**src/rtl/pnlseq_pkg.sv**
```systemverilog
package pnlseq_pkg;

   localparam int ST_W       = 4;
   localparam int REG_W      = 32;
   localparam logic [15:0] UNLOCK_KEY = 16'hABCD;

   // sequence substate codes (software decodes these)
   typedef enum logic [ST_W-1:0] {
      ST_OFF = 4'h0,
      ST_PD1 = 4'h1,
      ST_PD2 = 4'h2,
      ST_PD3 = 4'h3,
      ST_ON  = 4'h8,
      ST_PU1 = 4'h9,
      ST_PU2 = 4'hA,
      ST_PU3 = 4'hB,
      ST_RST = 4'hF
   } seq_state_t;

   // direction field values
   localparam logic [1:0] DIR_IDLE = 2'd0;
   localparam logic [1:0] DIR_UP   = 2'd1;
   localparam logic [1:0] DIR_DOWN = 2'd2;

   // byte offsets
   localparam int OFS_STAT = 'h00;
   localparam int OFS_CTRL = 'h04;
   localparam int OFS_ONDL = 'h08;
   localparam int OFS_OFDL = 'h0C;
   localparam int OFS_DIVR = 'h10;

   // field positions
   localparam int POS_HI   = 16;   // upper delay / key
   localparam int POS_PORT = 30;
   localparam int POS_DIV  = 8;
   localparam int MAX_DLY  = 13;
   localparam int MAX_DIV  = 24;
   localparam int MAX_CYC  = 5;

endpackage

```
**src/rtl/pnl_tick_gen.sv**
```systemverilog
module pnl_tick_gen #(
   parameter int DIV_W    = 24,
   parameter bit PRESCALE = 1'b1
) (
   input  logic             clk,
   input  logic             rst_n,
   input  logic [DIV_W-1:0] div,
   output logic             tick
);

   generate
      if (PRESCALE) begin : g_div
         logic [DIV_W-1:0] cnt_q;
         logic [DIV_W-1:0] last;

         // a divider of zero is treated as one
         assign last = (div == '0) ? '0 : div - DIV_W'(1);
         assign tick = (cnt_q >= last);

         always_ff @(posedge clk) begin
            if (!rst_n)    cnt_q <= '0;
            else if (tick) cnt_q <= '0;
            else           cnt_q <= cnt_q + DIV_W'(1);
         end
      end else begin : g_bypass
         logic unused_div;
         assign unused_div = ^div;
         assign tick = 1'b1;
      end
   endgenerate

endmodule

```
**src/rtl/pnl_delay_cnt.sv**
```systemverilog
module pnl_delay_cnt #(
   parameter int W = 13
) (
   input  logic         clk,
   input  logic         rst_n,
   input  logic         load,
   input  logic [W-1:0] load_val,
   input  logic         tick,
   output logic         zero
);

   logic [W-1:0] cnt_q;

   always_ff @(posedge clk) begin
      if (!rst_n)                      cnt_q <= '0;
      else if (load)                   cnt_q <= load_val;
      else if (tick && cnt_q != '0)    cnt_q <= cnt_q - W'(1);
   end

   assign zero = (cnt_q == '0);

endmodule

```
**src/rtl/pnl_seq_regs.sv**
```systemverilog
module pnl_seq_regs
   import pnlseq_pkg::*;
#(
   parameter int DLY_W  = 13,
   parameter int DIV_W  = 24,
   parameter int CYC_W  = 5,
   parameter int ADDR_W = 5
) (
   input  logic              clk,
   input  logic              rst_n,
   input  logic              wr_en,
   input  logic              rd_en,
   input  logic [ADDR_W-1:0] addr,
   input  logic [REG_W-1:0]  wdata,
   input  logic [REG_W-1:0]  status,
   output logic [REG_W-1:0]  rdata,
   output logic              on_req,
   output logic              pwr_rst,
   output logic              bl_en,
   output logic              force_vdd,
   output logic [DLY_W-1:0]  up_dly,
   output logic [DLY_W-1:0]  lon_dly,
   output logic [DLY_W-1:0]  dn_dly,
   output logic [DLY_W-1:0]  loff_dly,
   output logic [DIV_W-1:0]  div,
   output logic [CYC_W-1:0]  cyc_dly
);

   localparam logic [ADDR_W-1:0] A_STAT = ADDR_W'(OFS_STAT);
   localparam logic [ADDR_W-1:0] A_CTRL = ADDR_W'(OFS_CTRL);
   localparam logic [ADDR_W-1:0] A_ONDL = ADDR_W'(OFS_ONDL);
   localparam logic [ADDR_W-1:0] A_OFDL = ADDR_W'(OFS_OFDL);
   localparam logic [ADDR_W-1:0] A_DIVR = ADDR_W'(OFS_DIVR);

   logic [15:0]      key_q;
   logic [3:0]       ctl_q;
   logic [1:0]       port_q;
   logic [DLY_W-1:0] up_q, lon_q, dn_q, loff_q;
   logic [DIV_W-1:0] div_q;
   logic [CYC_W-1:0] cyc_q;
   logic             unlocked;
   logic [REG_W-1:0] rd_word;
   logic [REG_W-1:0] rdata_q;
   logic             unused_wbits;

   assign unlocked     = (key_q == UNLOCK_KEY);
   assign unused_wbits = ^wdata;

   always_ff @(posedge clk) begin
      if (!rst_n) begin
         key_q  <= '0;
         ctl_q  <= '0;
         port_q <= '0;
         up_q   <= '0;
         lon_q  <= '0;
         dn_q   <= '0;
         loff_q <= '0;
         div_q  <= '0;
         cyc_q  <= '0;
      end else if (wr_en) begin
         if (addr == A_CTRL) begin
            key_q <= wdata[POS_HI +: 16];
            ctl_q <= wdata[3:0];
         end
         if (addr == A_ONDL && unlocked) begin
            port_q <= wdata[POS_PORT +: 2];
            up_q   <= wdata[POS_HI +: DLY_W];
            lon_q  <= wdata[0 +: DLY_W];
         end
         if (addr == A_OFDL && unlocked) begin
            dn_q   <= wdata[POS_HI +: DLY_W];
            loff_q <= wdata[0 +: DLY_W];
         end
         if (addr == A_DIVR && unlocked) begin
            div_q <= wdata[POS_DIV +: DIV_W];
            cyc_q <= wdata[0 +: CYC_W];
         end
      end
   end

   always_comb begin
      rd_word = '0;
      if (addr == A_STAT) begin
         rd_word = status;
      end else if (addr == A_CTRL) begin
         rd_word[POS_HI +: 16] = key_q;
         rd_word[3:0]          = ctl_q;
      end else if (addr == A_ONDL) begin
         rd_word[POS_PORT +: 2]   = port_q;
         rd_word[POS_HI +: DLY_W] = up_q;
         rd_word[0 +: DLY_W]      = lon_q;
      end else if (addr == A_OFDL) begin
         rd_word[POS_HI +: DLY_W] = dn_q;
         rd_word[0 +: DLY_W]      = loff_q;
      end else if (addr == A_DIVR) begin
         rd_word[POS_DIV +: DIV_W] = div_q;
         rd_word[0 +: CYC_W]       = cyc_q;
      end
   end

   always_ff @(posedge clk) begin
      if (!rst_n)     rdata_q <= '0;
      else if (rd_en) rdata_q <= rd_word;
   end

   assign rdata     = rdata_q;
   assign on_req    = ctl_q[0];
   assign pwr_rst   = ctl_q[1];
   assign bl_en     = ctl_q[2];
   assign force_vdd = ctl_q[3];
   assign up_dly    = up_q;
   assign lon_dly   = lon_q;
   assign dn_dly    = dn_q;
   assign loff_dly  = loff_q;
   assign div       = div_q;
   assign cyc_dly   = cyc_q;

endmodule

```
**src/rtl/pnl_seq_fsm.sv**
```systemverilog
module pnl_seq_fsm
   import pnlseq_pkg::*;
#(
   parameter int DLY_W = 13
) (
   input  logic             clk,
   input  logic             rst_n,
   input  logic             on_req,
   input  logic             pwr_rst,
   input  logic             bl_en,
   input  logic             force_vdd,
   input  logic             ready,
   input  logic             dly_zero,
   input  logic             cyc_zero,
   input  logic [DLY_W-1:0] up_dly,
   input  logic [DLY_W-1:0] lon_dly,
   input  logic [DLY_W-1:0] dn_dly,
   input  logic [DLY_W-1:0] loff_dly,
   output seq_state_t       state,
   output logic             dly_load,
   output logic [DLY_W-1:0] dly_val,
   output logic             cyc_load,
   output logic             vdd,
   output logic             pen,
   output logic             bl
);

   seq_state_t st_q, st_d;

   always_comb begin
      st_d     = st_q;
      dly_load = 1'b0;
      dly_val  = '0;
      cyc_load = 1'b0;
      if (pwr_rst) begin
         st_d = ST_RST;
      end else begin
         case (st_q)
            ST_RST: st_d = ST_OFF;
            ST_OFF: if (on_req && ready) st_d = ST_PU1;
            ST_PU1: begin
               if (!on_req) st_d = ST_OFF;
               else if (cyc_zero) begin
                  st_d = ST_PU2; dly_load = 1'b1; dly_val = up_dly;
               end
            end
            ST_PU2: begin
               if (!on_req) st_d = ST_PD3;
               else if (dly_zero) begin
                  st_d = ST_PU3; dly_load = 1'b1; dly_val = lon_dly;
               end
            end
            ST_PU3: begin
               if (!on_req) begin
                  st_d = ST_PD2; dly_load = 1'b1; dly_val = dn_dly;
               end else if (dly_zero) st_d = ST_ON;
            end
            ST_ON: begin
               if (!on_req) begin
                  st_d = ST_PD1; dly_load = 1'b1; dly_val = loff_dly;
               end
            end
            ST_PD1: begin
               if (dly_zero) begin
                  st_d = ST_PD2; dly_load = 1'b1; dly_val = dn_dly;
               end
            end
            ST_PD2: if (dly_zero) st_d = ST_PD3;
            ST_PD3: begin
               st_d = ST_OFF; cyc_load = 1'b1;
            end
            default: st_d = ST_RST;
         endcase
      end
   end

   always_ff @(posedge clk) begin
      if (!rst_n) st_q <= ST_OFF;
      else        st_q <= st_d;
   end

   logic rail_vdd;
   always_comb begin
      rail_vdd = 1'b0;
      pen      = 1'b0;
      case (st_q)
         ST_PU2, ST_PD2:        rail_vdd = 1'b1;
         ST_PU3, ST_ON, ST_PD1: begin rail_vdd = 1'b1; pen = 1'b1; end
         default: ;
      endcase
   end

   assign vdd   = rail_vdd | (force_vdd && st_q != ST_RST);
   assign bl    = (st_q == ST_ON) && bl_en;
   assign state = st_q;

endmodule

```
**src/rtl/panel_power_sequencer.sv**
```systemverilog
module panel_power_sequencer
   import pnlseq_pkg::*;
#(
   parameter int DLY_W    = 13,
   parameter int DIV_W    = 24,
   parameter int CYC_W    = 5,
   parameter int ADDR_W   = 5,
   parameter bit PRESCALE = 1'b1
) (
   input  logic              clk,
   input  logic              rst_n,
   input  logic              ready_i,
   input  logic              wr_en,
   input  logic              rd_en,
   input  logic [ADDR_W-1:0] addr,
   input  logic [31:0]       wdata,
   output logic [31:0]       rdata,
   output logic              vdd_o,
   output logic              panel_en_o,
   output logic              backlight_o
);

   generate
      if (DLY_W < 1 || DLY_W > MAX_DLY) begin : g_bad_dly
         $error("DLY_W out of range");
      end
      if (DIV_W < 1 || DIV_W > MAX_DIV) begin : g_bad_div
         $error("DIV_W out of range");
      end
      if (CYC_W < 1 || CYC_W > MAX_CYC) begin : g_bad_cyc
         $error("CYC_W out of range");
      end
      if (ADDR_W < 5) begin : g_bad_addr
         $error("ADDR_W too narrow for register map");
      end
   endgenerate

   logic             on_req, pwr_rst, bl_en, force_vdd;
   logic [DLY_W-1:0] up_dly, lon_dly, dn_dly, loff_dly, dly_val;
   logic [DIV_W-1:0] div;
   logic [CYC_W-1:0] cyc_dly;
   logic             tick, dly_load, dly_zero, cyc_load, cyc_zero;
   seq_state_t       st;
   logic [1:0]       dir;
   logic [31:0]      status;

   always_comb begin
      case (st)
         ST_PU1, ST_PU2, ST_PU3: dir = DIR_UP;
         ST_PD1, ST_PD2, ST_PD3: dir = DIR_DOWN;
         default:                dir = DIR_IDLE;
      endcase
      status        = '0;
      status[31]    = (st == ST_ON);
      status[30]    = ready_i;
      status[29:28] = dir;
      status[27]    = !cyc_zero;
      status[3:0]   = st;
   end

   pnl_seq_regs #(
      .DLY_W(DLY_W), .DIV_W(DIV_W), .CYC_W(CYC_W), .ADDR_W(ADDR_W)
   ) u_regs (
      .clk(clk), .rst_n(rst_n), .wr_en(wr_en), .rd_en(rd_en),
      .addr(addr), .wdata(wdata), .status(status), .rdata(rdata),
      .on_req(on_req), .pwr_rst(pwr_rst), .bl_en(bl_en), .force_vdd(force_vdd),
      .up_dly(up_dly), .lon_dly(lon_dly), .dn_dly(dn_dly), .loff_dly(loff_dly),
      .div(div), .cyc_dly(cyc_dly)
   );

   pnl_tick_gen #(.DIV_W(DIV_W), .PRESCALE(PRESCALE)) u_tick (
      .clk(clk), .rst_n(rst_n), .div(div), .tick(tick)
   );

   pnl_delay_cnt #(.W(DLY_W)) u_phase_cnt (
      .clk(clk), .rst_n(rst_n), .load(dly_load), .load_val(dly_val),
      .tick(tick), .zero(dly_zero)
   );

   pnl_delay_cnt #(.W(CYC_W)) u_cycle_cnt (
      .clk(clk), .rst_n(rst_n), .load(cyc_load), .load_val(cyc_dly),
      .tick(tick), .zero(cyc_zero)
   );

   pnl_seq_fsm #(.DLY_W(DLY_W)) u_fsm (
      .clk(clk), .rst_n(rst_n), .on_req(on_req), .pwr_rst(pwr_rst),
      .bl_en(bl_en), .force_vdd(force_vdd), .ready(ready_i),
      .dly_zero(dly_zero), .cyc_zero(cyc_zero),
      .up_dly(up_dly), .lon_dly(lon_dly), .dn_dly(dn_dly), .loff_dly(loff_dly),
      .state(st), .dly_load(dly_load), .dly_val(dly_val), .cyc_load(cyc_load),
      .vdd(vdd_o), .pen(panel_en_o), .bl(backlight_o)
   );

endmodule

```
**config.mk**
```make
export PLATFORM = sky130hd
export DESIGN_NAME = panel_power_sequencer
export DESIGN_NICKNAME = d
export VERILOG_FILES = /design/src/rtl/pnlseq_pkg.sv /design/src/rtl/pnl_tick_gen.sv /design/src/rtl/pnl_delay_cnt.sv /design/src/rtl/pnl_seq_regs.sv /design/src/rtl/pnl_seq_fsm.sv /design/src/rtl/panel_power_sequencer.sv
export SDC_FILE = /design/constraint.sdc
export NUM_CORES = 1
export LEC_CHECK = 0
export BUFFER_PORTS_ARGS = -buffer_cell sky130_fd_sc_hd__buf_2
export CORE_MARGIN = 5
export CORE_UTILIZATION = 60
export CTS_CLUSTER_DIAMETER = 80
export CTS_CLUSTER_SIZE = 12
export DETAILED_ROUTE_END_ITERATION = 16
export GPL_TIMING_DRIVEN = 0
export PLACE_DENSITY = 0.79
export SYNTH_ARGS = -nofsm -noshare
export SYNTH_HDL_FRONTEND = slang
export SYNTH_SLANG_ARGS = --single-unit
```
**constraint.sdc**
```tcl
create_clock -name clk -period 4.2 [get_ports clk]
set_clock_uncertainty 0.2 [all_clocks]
set_input_delay 1.05 -clock clk [delete_from_list [all_inputs] [get_ports clk]]
set_output_delay 1.05 -clock clk [all_outputs]
set_load 0.01 [all_outputs]
```
# After elaboration in Yosys (flattened, before gate mapping)

Cells that the tools add are included.

Input bits: 42
Memory bits (writable): 0
Memories kept: 0
Latch bits: 0
Logic and storage cells: 127
Bits in read-only memories: 0
Flip-flop bits (word level): 181

Add/sub/neg operators: 4
Divide/modulo/power cells: 0
Bitwise gates (word level): 2
Equality and inequality tests: 21
$lt $le $gt $ge: 1
Shift operators: 0
Reductions and logical operators: 30
Multiplexer cells: 55
Multipliers: 0

Operators with widths:

| cell                    | count |
|---|---|
| $mux W13                | 13 |
| $pmux W13 S5            | 1 |
| $mux W24                | 2 |
| $mux W4                 | 12 |
| $mux W32                | 1 |
| $pmux W4 S8             | 1 |
| $mux W5                 | 5 |
| $add A24 B1 Y24 const B | 1 |
| $ge A24 B24 Y1          | 1 |
| $logic_not A24 Y1       | 1 |
| $sub A24 B1 Y24 const B | 1 |
| $eq A4 B4 Y1 const B    | 5 |
| $eq A16 B16 Y1 const B  | 1 |
| $mux W16                | 1 |
| $ne A4 B4 Y1 const B    | 4 |
| $logic_not A13 Y1       | 1 |
| $reduce_bool A13 Y1     | 1 |
| $sub A13 B1 Y13 const B | 1 |
| $mux W12                | 1 |
| $mux W3                 | 4 |
| $mux W1                 | 11 |
| $eq A5 B4 Y1 const B    | 2 |
| $logic_not A5 Y1        | 2 |
| $ne A3 B3 Y1 const B    | 3 |
| 21 further kinds        | 37 |

# Logic depth before layout (Yosys ltp)

Depth after elaboration: 6
Mapped depth: 18
Mapped depth without buffers: 16

# Modules after synthesis

Synthesis repeated with hierarchy kept, for this count alone.

Cells, all modules: 1185
Area, all modules: 10113.4 sq um

By module, submodules not included:

| module                      | area an instance (sq um) | cells an instance | times used |
|---|---|---|---|
| pnl_seq_regs                | 5977.0                   | 652               | 1 |
| pnl_tick_gen                | 2103.3                   | 265               | 1 |
| pnl_delay_cnt (u_phase_cnt) | 857.1                    | 102               | 1 |
| pnl_seq_fsm                 | 833.3                    | 122               | 1 |
| pnl_delay_cnt (u_cycle_cnt) | 299.0                    | 37                | 1 |
| panel_power_sequencer       | 43.8                     | 7                 | 1 |

# Least setup slack after synthesis

OpenSTA, ideal clock, no wires.

Kind: register -> register
Start point: register u_regs.div_q[6] (netlist: u_regs.div[6])
End point: register u_phase_cnt.cnt_q[11]
Data arrival time: 3.565 ns
Library setup time: 0.074 ns
Cell stages (with the launch flop): 17
Setup slack: 0.361 ns
Clock period less this slack: 3.839 ns
Cell sequence: dfxtp_1 or3_1 or3_1 nor2_1 and2_1 nand2b_1 xnor2_1 nand2_1 ha_1 nand4_4 nor4_4 nand2_2 a21oi_4 o21bai_2 buf_6 or4_1 a31oi_1

Word-level cells in the longest chain between the ends: 5
Elaborated cells between the ends (all ways): 6
Classes of those cells: 1 x add/sub; 1 x order compare; 1 x mux; 3 x reduce/logical

Ends and longest elaborated chain:

| item                                                 | RTL line            | text |
|---|---|---|
| from (decl)                                          | pnl_seq_regs.sv:39  | `logic [DIV_W-1:0] div_q;` |
| from (signal assigned)                               | pnl_seq_regs.sv:75  | `div_q <= wdata[POS_DIV +: DIV_W];` |
| $sub A24 B1 Y24 or $logic_not A24 Y1 (tied branches) | pnl_tick_gen.sv:17  | `assign last = (div == '0) ? '0 : div - DIV_W'(1);` |
| $mux W24 (*)                                         | pnl_tick_gen.sv:17  |  |
| $ge A24 B24 Y1 (*)                                   | pnl_tick_gen.sv:18  | `assign tick = (cnt_q >= last);` |
| $logic_and A1 B1 Y1 (*)                              | pnl_delay_cnt.sv:17 | `else if (tick && cnt_q != '0) cnt_q <= cnt_q - W'(1);` |
| $reduce_bool A2 Y1 (no line) (*)                     | n/a                 |  |
| to (signal assigned)                                 | pnl_delay_cnt.sv:16 | `else if (load) cnt_q <= load_val;` |
| to (signal assigned)                                 | pnl_delay_cnt.sv:17 |  |
| to (decl)                                            | pnl_delay_cnt.sv:12 | `logic [W-1:0] cnt_q;` |

Mark *: on every way between the ends. The rest lies on a longest branch, timed or not.
A chain may end at the register's enable or synchronous reset.

# Worst setup path after layout

Same ends and word-level chain as after synthesis.

==> run metrics <==
initial antenna violation count=1; total chip power=4.66 mW; Nets=1406; ant diodes=0; non-filler instance count after layout=1563; Worst VDD drop=290 uV; Clock Root Buffer=clkbuf_16; Power per Cell Area=425 nW/um^2; FP Rows=46; number of synthesized flops with an enable pin=0; die width=136 um; slowest CP cell=or3_4; Seq pwr share=0.409; sw frac=0.339; FF-to-FF Start=u_regs.div[6]; worst hold path type=reg -> reg; average size of a mapped cell=7.73 sq um; CTS clk-pin slew, worst paths=0.08 ns; worst r2r dst=u_phase_cnt.cnt_q[11]; chip height=136 um; worst hold slack=0.258 ns; Req. time, crit path=4.37 ns; Avg WL per Cell=19.7 um; fin crit share=0.984; worst-margin pin slew=1.08 ns; Final Hold Fails=0; Max transition margin=0.276; first drt pass iteration count=8; syn_nets=1301; CTS Sinks=181; Fmax=242 MHz; die area=18500 sq um; Port Buffers=73; Clock power frac=0.337; reg-to-reg slack, setup=0.07 ns; Cells after DPL=1518; most used cell, CP=or3_4; Cell Area, Synth=9500 sq um; Main synth FF type=dfxtp_1; CTS tree=done; Synth cell types=70; io pins=77; Ys Warns=0; worst-case clock buffer depth=2; worst skew pair latency=0.44 ns; share of cells above drive strength 1=0.147; Placer Congestion=0.977; Vias=9537; WS Path Type=reg -> reg; combinational cell fraction of total power=0.254; slowest stage delay, CP=0.42 ns; Crit Path Max Fanout=7; most common cell after layout, fill and taps aside=nand2_1; number of global-route vias before repair=8563; fraction of registers with async set/reset=0; P_int=3.08 mW; H-tree lvl count=4; sw power=1.58 mW; GRT overflow=0; max cap viols=0; most frequent cells in the layout=281 x nand2_1, 179 x dfxtp_1, 163 x a21oi_1, 94 x buf_2, 88 x nor2_1; total CTS buffers=17; HP Start=u_regs.port_q[0]; Routed Antenna Nets=0; largest net degree at the start of global routing=19; first-pass GRT wire length=47000 um; outcome=finished clean; Vias/cell=6.10; drt drc=0; global-route usage over all layers=0.328; initial core utilization=0.605; minimum clock period=4.13 ns; Layout area overhead=15.4%; Setup Viol. Count Final=0; RSZ-0062 raised after global routing=yes; FF+latch count, synth=181; hpwl dp=22700 um; critical path arrival=4.30 ns; Mapped Cells=1229; LEAKAGE=3.99 nW; Worst setup EP type=flop; cell chain of the critical path=or3_4 -> or3_4 -> nor2_4 -> and2_4 -> nor2b_4 -> xor2_1 -> nand2_1 -> ha_4 -> nand4_1 -> nor4_4 -> nand2_2 -> a21oi_4 -> buf_12 -> o21bai_4 -> buf_6 -> or4_1 -> a31oi_1; register area share after synthesis=0.381; drt first-iter violations=1240; Core ar.=15700 sq um; Worst setup SP type=flop; Worst Hold Endpoint=u_regs.port_q[0]; worst reg2reg path depth=17; drt total wl=30800 um; max-slew violation count=0; hold path depth=2
timing repair:
item / in CTS / in global routing
pin swaps: 0 / 12
cloned: 0 / 1
hold buffers: 0 / 0
gates resized for setup: 4 / 27
setup endpoints to repair: 25 / 35
setup buffers: 1 / 11
flip-flops by register name, indices dropped and copies added, names as in the netlist:
register	count
u_cycle_cnt.cnt_q	5
u_fsm.state	4
u_regs.dn_dly	13
u_regs.up_dly	13
u_regs.key_q	16
u_regs.loff_dly	13
u_regs.div	24
u_tick.g_div.cnt_q	24
u_regs.ctl_q	4
u_regs.rdata	32
u_regs.cyc_dly	5
u_regs.lon_dly	13
u_phase_cnt.cnt_q	13
u_regs.port_q	2
worst max path at each step:
stage                    from               endpoint  slack (ns)  cells after the start
2_1_floorplan   u_regs.div[6]  u_phase_cnt.cnt_q[11]        0.36                     16
3_3_place_gp    u_regs.div[6]  u_phase_cnt.cnt_q[11]      -0.007                     16
3_5_place_dp    u_regs.div[6]  u_phase_cnt.cnt_q[11]       -0.08                     16
4_1_cts        u_regs.div[11]  u_phase_cnt.cnt_q[11]        0.02                     15
5_1_grt         u_regs.div[6]   u_cycle_cnt.cnt_q[2]        -0.1                     17
6_report        u_regs.div[6]  u_phase_cnt.cnt_q[11]        0.07                     17
cell families after synthesis:
family | synth area share
buffers and inverters | 0.0464
flip-flops | 0.381
AND/OR/NAND/NOR | 0.254
XOR/XNOR | 0.0424
multiplexers | 0.0236
adder cells (fa/ha/maj) | 0.0395
AO/OA/AOI/OAI | 0.213
critical path: cells and delay by family (launching register included):
| kind | cells | cell delay (ns) |
|---|---|---|
| and+or+nand+nor | 10 | 2.43 |
| DFF | 1 | 0.37 |
| AOI/OAI and AO/OA | 3 | 0.33 |
| adders and majority gates | 1 | 0.30 |
| buffers and inverters | 2 | 0.28 |
| xor gates and xnor gates | 1 | 0.15 |
stage by stage:
stage	utilization	setup TNS, ns	worst slack (ns)	instance area (sq um)
after floorplan	-	0	0.361	9500
after global placement	0.645	-0.0543	-0.00713	10100
after detailed placement	0.645	-0.618	-0.0802	10100
after CTS	0.683	0	0.0190	10700
after global routing	0.698	-0.804	-0.0996	11000
final	0.698	0	0.0664	11000
power groups by stage:
stage	Combinational, mW	Clock (mW)	Sequential (mW)
4_1_cts	1.12	1.56	1.90
3_3_place_gp	1.09	0	1.94
3_5_place_dp	1.11	0	1.94
5_1_grt	1.29	1.65	1.92
6_report	1.18	1.57	1.91
2_1_floorplan	0.826	0	1.93
cells in the mapped netlist, types with 20 or more instances:
library cell    n  area (sq um)
buf_2          22           110
clkbuf_1       57           214
a21oi_1       163           816
xnor2_1        20           175
nor2_1         90           338
ha_1           30           375
dfxtp_1       181          3620
nand2_1       282          1060
xor2_1         26           228
nand2b_1       29           181
o21ai_0        41           205
nand3_1        24           120
a22oi_1        20           150
cell type report:
class                           count  area, sq um
Multi-Input combinational cell    946         5570
Buffer                             88          393
Inverter                           14         52.6
Sequential cell                   181         3630
Fill cell                        1308         4750
Timing Repair Buffer               86          485
Clock buffer                       18          429
Clock inverter                     14          139
Tap cell                          216          270
per-layer routing:
metal  vias up  track usage  part of all wire
met5         -            0           0.00036
met4         2        0.122             0.036
met3        88       0.0788              0.11
met2       529        0.516              0.45
met1      4409        0.440              0.41
li1       4509            -                 -
Note: power is estimated with default switching activity, not from simulation.
